File: config.mk
export PLATFORM = sky130hd
export DESIGN_NAME = edo_dram_ctrl
export DESIGN_NICKNAME = d
export VERILOG_FILES = /design/src/rtl/edo_pkg.sv /design/src/rtl/edo_refresh_timer.sv /design/src/rtl/edo_ras_guard.sv /design/src/rtl/edo_rd_capture.sv /design/src/rtl/edo_dram_ctrl.sv
export SDC_FILE = /design/constraint.sdc
export NUM_CORES = 1
export LEC_CHECK = 0
export ABC_AREA = 1
export BUFFER_PORTS_ARGS = -buffer_cell sky130_fd_sc_hd__buf_2
export CAP_MARGIN = 20
export CORE_ASPECT_RATIO = 0.75
export CORE_UTILIZATION = 49
export DETAILED_ROUTE_END_ITERATION = 10
export PLACE_DENSITY = 0.73
export RECOVER_POWER = 50
export SLEW_MARGIN = 25
export SYNTH_ARGS = -nofsm -noshare
export SYNTH_HDL_FRONTEND = slang
export SYNTH_HIERARCHICAL = 1
export SYNTH_SLANG_ARGS = --single-unit
File: constraint.sdc
create_clock -name clk -period 3.4 [get_ports clk]
set_clock_uncertainty 0.2 [all_clocks]
set_input_delay 0.34 -clock clk [delete_from_list [all_inputs] [get_ports clk]]
set_output_delay 0.34 -clock clk [all_outputs]
set_load 0.05 [all_outputs]
File: src/rtl/edo_pkg.sv
package edo_pkg;

  localparam int ROW_W  = 12;
  localparam int COL_W  = 10;
  localparam int ADDR_W = ROW_W + COL_W;
  localparam int LANES  = 4;

  typedef enum logic [2:0] {
    S_IDLE,
    S_REF_CSR,
    S_REF_RAS,
    S_PRE,
    S_ACT,
    S_COL,
    S_CAS,
    S_OPEN
  } ctrl_state_e;

  typedef struct packed {
    logic              we;
    logic [ADDR_W-1:0] addr;
    logic [LANES-1:0]  mask;
    logic [LANES-1:0]  wdata;
  } host_cmd_t;

  // round a time in picoseconds up to whole clocks, never below one
  function automatic int ps_to_cyc(input int t_ps, input int clk_ps);
    int c;
    c = (t_ps + clk_ps - 1) / clk_ps;
    return (c < 1) ? 1 : c;
  endfunction

  function automatic int max2(input int a, input int b);
    return (a > b) ? a : b;
  endfunction

endpackage

File: src/rtl/edo_refresh_timer.sv
module edo_refresh_timer #(
  parameter int C_PWR     = 20000,
  parameter int C_REFI    = 1560,
  parameter int INIT_REFS = 8
) (
  input  logic clk,
  input  logic rst_n,
  input  logic ref_ack,
  output logic ref_req,
  output logic init_done
);

  localparam int PWW = $clog2(C_PWR + 1);
  localparam int RW  = $clog2(C_REFI + 1);
  localparam int IW  = $clog2(INIT_REFS + 1);

  logic [PWW-1:0] pwr_q, pwr_d;
  logic [RW-1:0]  iv_q, iv_d;
  logic [IW-1:0]  init_q, init_d;
  logic           due_q, due_d;
  logic           pwr_done, tick;

  assign pwr_done = (pwr_q == PWW'(C_PWR));
  assign tick     = pwr_done && (iv_q == RW'(C_REFI - 1));

  always_comb begin
    pwr_d  = pwr_done ? pwr_q : pwr_q + 1'b1;
    iv_d   = !pwr_done ? iv_q : (tick ? '0 : iv_q + 1'b1);
    due_d  = tick ? 1'b1 : (ref_ack ? 1'b0 : due_q);
    init_d = (ref_ack && init_q != '0) ? init_q - 1'b1 : init_q;
  end

  always_ff @(posedge clk or negedge rst_n) begin
    if (!rst_n) begin
      pwr_q  <= '0;
      iv_q   <= '0;
      due_q  <= 1'b0;
      init_q <= IW'(INIT_REFS);
    end else begin
      pwr_q  <= pwr_d;
      iv_q   <= iv_d;
      due_q  <= due_d;
      init_q <= init_d;
    end
  end

  assign ref_req   = pwr_done && (due_q || init_q != '0);
  assign init_done = pwr_done && (init_q == '0);

  AST_ACK_NEEDS_REQ: assert property (@(posedge clk) disable iff (!rst_n)
    ref_ack |-> $past(ref_req));

endmodule

File: src/rtl/edo_ras_guard.sv
module edo_ras_guard #(
  parameter int C_RP     = 3,
  parameter int C_RASMAX = 1000,
  parameter int GUARD    = 4
) (
  input  logic clk,
  input  logic rst_n,
  input  logic ras_n,
  output logic row_expire
);

  localparam int AW     = $clog2(C_RASMAX + 1);
  localparam int PW     = $clog2(C_RP + 1);
  localparam int THRESH = C_RASMAX - GUARD;

  logic [AW-1:0] age_q, age_d;
  logic [PW-1:0] pre_q, pre_d;

  always_comb begin
    if (ras_n)                       age_d = '0;
    else if (age_q != AW'(C_RASMAX)) age_d = age_q + 1'b1;
    else                             age_d = age_q;
    if (!ras_n)                      pre_d = '0;
    else if (pre_q != PW'(C_RP))     pre_d = pre_q + 1'b1;
    else                             pre_d = pre_q;
  end

  always_ff @(posedge clk or negedge rst_n) begin
    if (!rst_n) begin
      age_q <= '0;
      pre_q <= PW'(C_RP);
    end else begin
      age_q <= age_d;
      pre_q <= pre_d;
    end
  end

  assign row_expire = !ras_n && (age_q >= AW'(THRESH));

  AST_RAS_LOW_LIMIT: assert property (@(posedge clk) disable iff (!rst_n)
    !ras_n |-> (age_q < AW'(C_RASMAX)));

  AST_PRECHARGE_MIN: assert property (@(posedge clk) disable iff (!rst_n)
    $fell(ras_n) |-> (pre_q >= PW'(C_RP)));

endmodule

File: src/rtl/edo_rd_capture.sv
module edo_rd_capture #(
  parameter int LANES = 4
) (
  input  logic             clk,
  input  logic             rst_n,
  input  logic             cap_en,
  input  logic [LANES-1:0] lane_mask,
  input  logic [LANES-1:0] dq_in,
  output logic             rd_valid,
  output logic [LANES-1:0] rd_data
);

  logic             vld_q;
  logic [LANES-1:0] dat_q;

  always_ff @(posedge clk or negedge rst_n) begin
    if (!rst_n) begin
      vld_q <= 1'b0;
      dat_q <= '0;
    end else begin
      vld_q <= cap_en;
      if (cap_en) dat_q <= dq_in & lane_mask;
    end
  end

  assign rd_valid = vld_q;
  assign rd_data  = dat_q;

  AST_RDV_ONE_CYCLE: assert property (@(posedge clk) disable iff (!rst_n)
    rd_valid |=> !rd_valid);

endmodule

File: src/rtl/edo_dram_ctrl.sv
module edo_dram_ctrl
  import edo_pkg::*;
#(
  parameter int CLK_PS      = 10000,
  parameter int T_RAC_PS    = 50000,
  parameter int T_CAC_PS    = 13000,
  parameter int T_PC_PS     = 20000,
  parameter int T_RP_PS     = 30000,
  parameter int T_RASMAX_PS = 10000000,
  parameter int T_REFI_PS   = 15600000,
  parameter int T_PWR_PS    = 200000000,
  parameter int INIT_REFS   = 8
) (
  input  logic              clk,
  input  logic              rst_n,
  input  logic              req_valid,
  output logic              req_ready,
  input  logic              req_we,
  input  logic [ADDR_W-1:0] req_addr,
  input  logic [LANES-1:0]  req_mask,
  input  logic [LANES-1:0]  req_wdata,
  output logic              rd_valid,
  output logic [LANES-1:0]  rd_data,
  output logic              dram_ras_n,
  output logic [LANES-1:0]  dram_cas_n,
  output logic              dram_we_n,
  output logic              dram_oe_n,
  output logic [ROW_W-1:0]  dram_addr,
  output logic [LANES-1:0]  dram_dq_out,
  output logic              dram_dq_oe,
  input  logic [LANES-1:0]  dram_dq_in
);

  localparam int C_RP     = ps_to_cyc(T_RP_PS, CLK_PS);
  localparam int C_RCD    = ps_to_cyc(T_RAC_PS - T_CAC_PS, CLK_PS);
  localparam int C_CAS    = max2(ps_to_cyc(T_CAC_PS, CLK_PS), ps_to_cyc(T_PC_PS, CLK_PS) - 1);
  localparam int C_RREF   = ps_to_cyc(T_RAC_PS, CLK_PS);
  localparam int C_RASMAX = ps_to_cyc(T_RASMAX_PS, CLK_PS);
  localparam int C_REFI   = ps_to_cyc(T_REFI_PS, CLK_PS);
  localparam int C_PWR    = ps_to_cyc(T_PWR_PS, CLK_PS);
  localparam int CNT_MAX  = max2(max2(C_RP, C_RCD), max2(C_CAS, C_RREF));
  localparam int CW       = $clog2(CNT_MAX + 1);

  // reset: asserted asynchronously, released on the clock
  logic rst_meta_q, rst_sync_q;
  always_ff @(posedge clk or negedge rst_n) begin
    if (!rst_n) begin
      rst_meta_q <= 1'b0;
      rst_sync_q <= 1'b0;
    end else begin
      rst_meta_q <= 1'b1;
      rst_sync_q <= rst_meta_q;
    end
  end

  ctrl_state_e      state_q, state_d;
  logic [CW-1:0]    cnt_q, cnt_d;
  logic [ROW_W-1:0] row_q, row_d;
  logic             pend_q, pend_d;
  host_cmd_t        cmd_q, req_cmd;
  logic             ref_req, init_done, ref_ack, row_expire;
  logic             accept, row_hit, cnt_zero, cap_en;

  assign req_cmd  = '{we: req_we, addr: req_addr, mask: req_mask, wdata: req_wdata};
  assign cnt_zero = (cnt_q == '0);
  assign row_hit  = (req_addr[ADDR_W-1:COL_W] == row_q);
  assign ref_ack  = (state_q == S_REF_CSR);

  assign req_ready = init_done && !ref_req &&
                     ((state_q == S_IDLE) || (state_q == S_OPEN && !row_expire));
  assign accept    = req_valid && req_ready;

  always_comb begin
    state_d = state_q;
    cnt_d   = cnt_zero ? cnt_q : cnt_q - 1'b1;
    row_d   = row_q;
    pend_d  = pend_q;
    unique case (state_q)
      S_IDLE: begin
        if (ref_req) begin
          state_d = S_REF_CSR;
        end else if (accept) begin
          state_d = S_ACT;
          cnt_d   = CW'(C_RCD - 1);
          row_d   = req_addr[ADDR_W-1:COL_W];
        end
      end
      S_REF_CSR: begin
        state_d = S_REF_RAS;
        cnt_d   = CW'(C_RREF - 1);
      end
      S_REF_RAS: begin
        if (cnt_zero) begin
          state_d = S_PRE;
          cnt_d   = CW'(C_RP - 1);
        end
      end
      S_PRE: begin
        if (cnt_zero) begin
          if (ref_req) begin
            state_d = S_REF_CSR;
          end else if (pend_q) begin
            state_d = S_ACT;
            cnt_d   = CW'(C_RCD - 1);
            row_d   = cmd_q.addr[ADDR_W-1:COL_W];
          end else begin
            state_d = S_IDLE;
          end
        end
      end
      S_ACT: begin
        if (cnt_zero) state_d = S_COL;
      end
      S_COL: begin
        state_d = S_CAS;
        cnt_d   = CW'(C_CAS - 1);
        pend_d  = 1'b0;
      end
      S_CAS: begin
        if (cnt_zero) state_d = S_OPEN;
      end
      S_OPEN: begin
        if (ref_req || row_expire) begin
          state_d = S_PRE;
          cnt_d   = CW'(C_RP - 1);
        end else if (accept) begin
          if (row_hit) begin
            state_d = S_COL;
          end else begin
            state_d = S_PRE;
            cnt_d   = CW'(C_RP - 1);
            pend_d  = 1'b1;
          end
        end
      end
      default: state_d = S_IDLE;
    endcase
  end

  always_ff @(posedge clk or negedge rst_sync_q) begin
    if (!rst_sync_q) begin
      state_q <= S_IDLE;
      cnt_q   <= '0;
      row_q   <= '0;
      pend_q  <= 1'b0;
      cmd_q   <= '0;
    end else begin
      state_q <= state_d;
      cnt_q   <= cnt_d;
      row_q   <= row_d;
      pend_q  <= pend_d;
      if (accept) cmd_q <= req_cmd;
    end
  end

  // DRAM pin decode
  always_comb begin
    dram_ras_n  = !(state_q inside {S_ACT, S_COL, S_CAS, S_OPEN, S_REF_RAS});
    dram_cas_n  = '1;
    if (state_q == S_CAS) dram_cas_n = ~cmd_q.mask;
    else if (state_q inside {S_REF_CSR, S_REF_RAS}) dram_cas_n = '0;
    dram_addr   = (state_q inside {S_COL, S_CAS}) ?
                  ROW_W'(cmd_q.addr[COL_W-1:0]) : row_q;
    dram_we_n   = !(cmd_q.we && (state_q inside {S_COL, S_CAS}));
    dram_dq_oe  = cmd_q.we && (state_q inside {S_COL, S_CAS});
    dram_dq_out = cmd_q.wdata;
    dram_oe_n   = !(state_q == S_CAS && !cmd_q.we);
  end

  assign cap_en = (state_q == S_CAS) && cnt_zero && !cmd_q.we;

  edo_refresh_timer #(
    .C_PWR(C_PWR), .C_REFI(C_REFI), .INIT_REFS(INIT_REFS)
  ) u_timer (
    .clk(clk), .rst_n(rst_sync_q), .ref_ack(ref_ack),
    .ref_req(ref_req), .init_done(init_done)
  );

  edo_ras_guard #(
    .C_RP(C_RP), .C_RASMAX(C_RASMAX), .GUARD(C_CAS + 2)
  ) u_guard (
    .clk(clk), .rst_n(rst_sync_q), .ras_n(dram_ras_n), .row_expire(row_expire)
  );

  edo_rd_capture #(.LANES(LANES)) u_cap (
    .clk(clk), .rst_n(rst_sync_q), .cap_en(cap_en), .lane_mask(cmd_q.mask),
    .dq_in(dram_dq_in), .rd_valid(rd_valid), .rd_data(rd_data)
  );

  AST_EARLY_WRITE: assert property (@(posedge clk) disable iff (!rst_sync_q)
    ($rose(dram_cas_n != '1) && !dram_we_n && !dram_ras_n) |-> $past(!dram_we_n));

  AST_OE_ONLY_READ: assert property (@(posedge clk) disable iff (!rst_sync_q)
    !dram_we_n |-> dram_oe_n);

  AST_CBR_ORDER: assert property (@(posedge clk) disable iff (!rst_sync_q)
    ($fell(dram_ras_n) && dram_cas_n != '1) |-> ($past(dram_cas_n) == '0 && dram_we_n));

endmodule

==> flow_summary_export.csv <==
group,metric,value,unit
outcome,status,"complete, but fails checks",
outcome,violations,"capacitance limit, slew limit",
timing,slew_headroom,-18.4,%
pwr,power,2.41,mW
synthesis,synthArstFlopShare,100,%
drt,drtPass1Iterations,6,
pwr,pwr-share-comb,4.6,%
pwr,switching_power,0.539,mW
hold_path,hp-class,"input pin to flop",
drt,drt_iter0_drc,333,
synthesis,syn_avg_cell_area,7.56,um2
clock_network,clock_path_buffers,2,
global_routing,track_usage,22.2,%
clock_network,ctsHtreeMaxLevel,3,
hold_path,min_from,"req_wdata[3]",
critical_path,crit_fanout,31,
hold_path,whs_path_depth,3,
synthesis,synth_area,5420,um2
synthesis,yosys_warnings,6,
hold_path,hold_end,"dram_dq_out[3]$_DFFE_PN0P_",
synthesis,syn-instance-count,717,
timing,grt_setup_unrepaired,"false",
die,num_rows,32,
synthesis,syn_nets,764,
die,die_h,93.1,um
critical_path,r2r-start,"u_timer/pwr_q[0]$_DFFE_PN0N_",
critical_path,critPathArrivalTime,2940,ps
synthesis,synth_ff_type,"dfrtp_1",
layout,fill_cells,951,
pwr,p_int,1.88,mW
synthesis,yosysUniqueCellTypes,38,
pwr,peakVddDrop,0.235,mV
global_routing,grt_pass1_vias,4584,
layout,layout.nets,841,
timing,min_period_over_period,85.4,%
die,core-area,10500,um2
critical_path,rr_endpoint,"cnt_q[2]$_DFF_PN0_",
clock_network,cts_tree,"done",
die,die_w,123,um
global_routing,antenna_found_initial,0,
timing,setup_viol,0,
placed_design,port-buffer-count,67,
drt,via_per_inst,5.10,
pwr,p_leak,3.21,nW
clock_network,post_cts_resize_count,0,
placed_design,dp_hpwl,8.72,mm
drt,wl,11.9,mm
synthesis,synth_edf_count,0,
pwr,power_frac_seq,50.2,%
drt,wl_per_cell,12.7,um
clock_network,clock-root-buffer,"clkbuf_16",
clock_network,worstSkewPairLatency,350,ps
placed_design,dp_slack,511,ps
die,ioPinCount,68,
timing,final.setup.worst_slack,495,ps
timing,slew_viol_final,45,
drt,vias,4767,
timing,min_period,2910,ps
layout,diodes,0,
clock_network,clkTransAtPathRegs,70,ps
critical_path,crit_path_start_kind,"flop",
clock_network,cts_setup_buffers,0,
timing,fmax,344,MHz
critical_path,required,3440,ps
drt,drtAntennaViolNets,0,
pwr,powerDensity,386,nW/um2
placed_design,routabilityCongestion,0.884,
synthesis,synth-seq-cells,98,
critical_path,ff2ff_path_depth,16,
clock_network,cts.sinks,98,
timing,hold_viol_final,0,
layout,area_delta_synth_final,15.3,%
run,drv_cap,1,
global_routing,grt_first_pass_wirelength,20.1,mm
synthesis,synth-seq-area-share,45.3,%
pwr,power_frac_clock,45.2,%
critical_path,end_kind,"flop",
timing,tns,0,ps
critical_path,r2r_slack,490,ps
die,die_area,11500,um2
die,start_util,51.5,%
timing,worst_pin_slew,1780,ps
pwr,switching_share,22.3,%
drt,drc_errors,0,
layout,drive_gt1_share,15.8,%
global_routing,grt_max_degree,45,
clock_network,numCtsBuffers,9,
critical_path,worst-setup-path-type,"flop to flop",
global_routing,grt_overflow,0,
per-stage QoR:
stage,instance area [um2],hold WS [ps],cells,util [%]
finish,6250,7.57,935,59.3
floorplan,5420,-156,717,-
global placement,5870,-75.9,910,55.7
CTS,6270,1.26,934,59.5
global route,6250,0.665,935,59.3
detailed placement,5870,-74.4,910,55.7
cells by family (layout without fill, tap and decap cells):
family	after synthesis	in the layout	share of synthesized area [%]
compound gates	82	82	8.40
xor+xnor	23	23	3.72
fa+ha+maj	9	9	2.08
buf+inv	114	196	9.00
flops	98	98	45.3
other cells	1	1	0.0692
simple gates	390	390	31.5
layer usage:
layer	track usage, %	wire length (um)
met1	29.6	5630
met2	36.2	5440
met3	4.63	638
met4	6.63	163
met5	0	0
cell type report:
type | count | area [um2] | share of cell area, %
clock buffers | 9 | 225 | 3.60
clock inverters | 7 | 92.6 | 1.48
inverters | 98 | 368 | 5.89
multi-input cells | 505 | 2470 | 39.6
flip-flops and latches | 98 | 2450 | 39.3
well taps | 136 | 170 | 2.72
repair buffers | 82 | 467 | 7.47
critical path: stages (launching register included):
cell,delay (ps)
dfrtp_1,400
inv_1,100
ha_1,210
nand2_1,90
nor2_2,140
nand2_1,80
nor2_2,150
inv_1,80
nor2_1,80
inv_1,50
nor2_1,160
nand2_4,90
nor2_8,320
inv_2,200
buf_12,210
a31oi_1,150
nand2_1,70
synth_stat cells (2+ instances only):
| cell type | count | area, um2 |
|---|---|---|
| o21ai_1 | 18 | 90.1 |
| nand2_4 | 3 | 33.8 |
| xnor2_1 | 7 | 61.3 |
| nor2_2 | 10 | 62.6 |
| inv_1 | 90 | 338 |
| buf_4 | 4 | 30.0 |
| inv_2 | 7 | 26.3 |
| nand3_1 | 37 | 185 |
| o21ai_0 | 41 | 205 |
| or2_2 | 2 | 12.5 |
| nor2_1 | 65 | 244 |
| buf_2 | 6 | 30.0 |
| nor2_4 | 3 | 33.8 |
| nand3b_1 | 2 | 15.0 |
| nand2_1 | 232 | 871 |
| nor3_1 | 9 | 45.0 |
| dfrtp_1 | 97 | 2430 |
| xor2_1 | 16 | 140 |
| o211ai_1 | 3 | 22.5 |
| and3_1 | 3 | 18.8 |
| nand4_1 | 10 | 62.6 |
| ha_1 | 9 | 113 |
| o21ai_2 | 8 | 70.1 |
| a21oi_1 | 9 | 45.0 |
| nand2_2 | 7 | 43.8 |
| buf_6 | 5 | 56.3 |
| nand3_2 | 3 | 30.0 |
how the worst max path moves through the flow:
stage                                 startpoint            endpoint  slack, ps  cells past startpoint
finish              u_timer/pwr_q[0]$_DFFE_PN0N_  cnt_q[2]$_DFF_PN0_        490                     16
global route        u_timer/pwr_q[0]$_DFFE_PN0N_  cnt_q[2]$_DFF_PN0_        260                     16
CTS                 u_timer/pwr_q[0]$_DFFE_PN0N_  cnt_q[2]$_DFF_PN0_        490                     16
floorplan                 state_q[1]$_DFFE_PN0P_           req_ready        200                     11
detailed placement  u_timer/pwr_q[0]$_DFFE_PN0N_  cnt_q[2]$_DFF_PN0_        510                     16
global placement    u_timer/pwr_q[0]$_DFFE_PN0N_  cnt_q[2]$_DFF_PN0_        600                     16
layout by cell type (no fill, tap or decap), types with 10 or more instances in the layout:
cell type / instances
buf_2: 61
dfrtp_1: 97
inv_1: 90
nand2_1: 233
nand3_1: 37
nand4_1: 10
nor2_1: 67
o21ai_0: 41
o21ai_1: 18
xor2_1: 16
sequential cells by signal (all words and copies together), names as in the netlist:
signal	cells
u_timer/due_q	1
state_q	3
u_timer/pwr_q	15
pend_q	1
u_timer/iv_q	11
dram_dq_out	4
u_timer/init_q	4
row_q	12
cmd_q	27
u_cap/rd_valid	1
rst_meta_q	1
u_cap/rd_data	4
cnt_q	3
rst_sync_q	1
u_guard/age_q	10
power by group through the flow:
stage / Sequential [mW] / Combinational (mW) / Clock (mW)
4_1_cts: 1.21 / 0.114 / 1.12
6_report: 1.21 / 0.112 / 1.09
3_5_place_dp: 1.23 / 0.107 / 0
3_3_place_gp: 1.23 / 0.105 / 0
5_1_grt: 1.22 / 0.126 / 1.16
2_1_floorplan: 1.25 / 0.0462 / 0
repair_timing:
item | CTS | global route
endpoints found under the hold margin | 9 | 1
hold buffers | 8 | 1
endpoints found under the setup margin | 0 | 0
(Power assumes the default switching activity.)
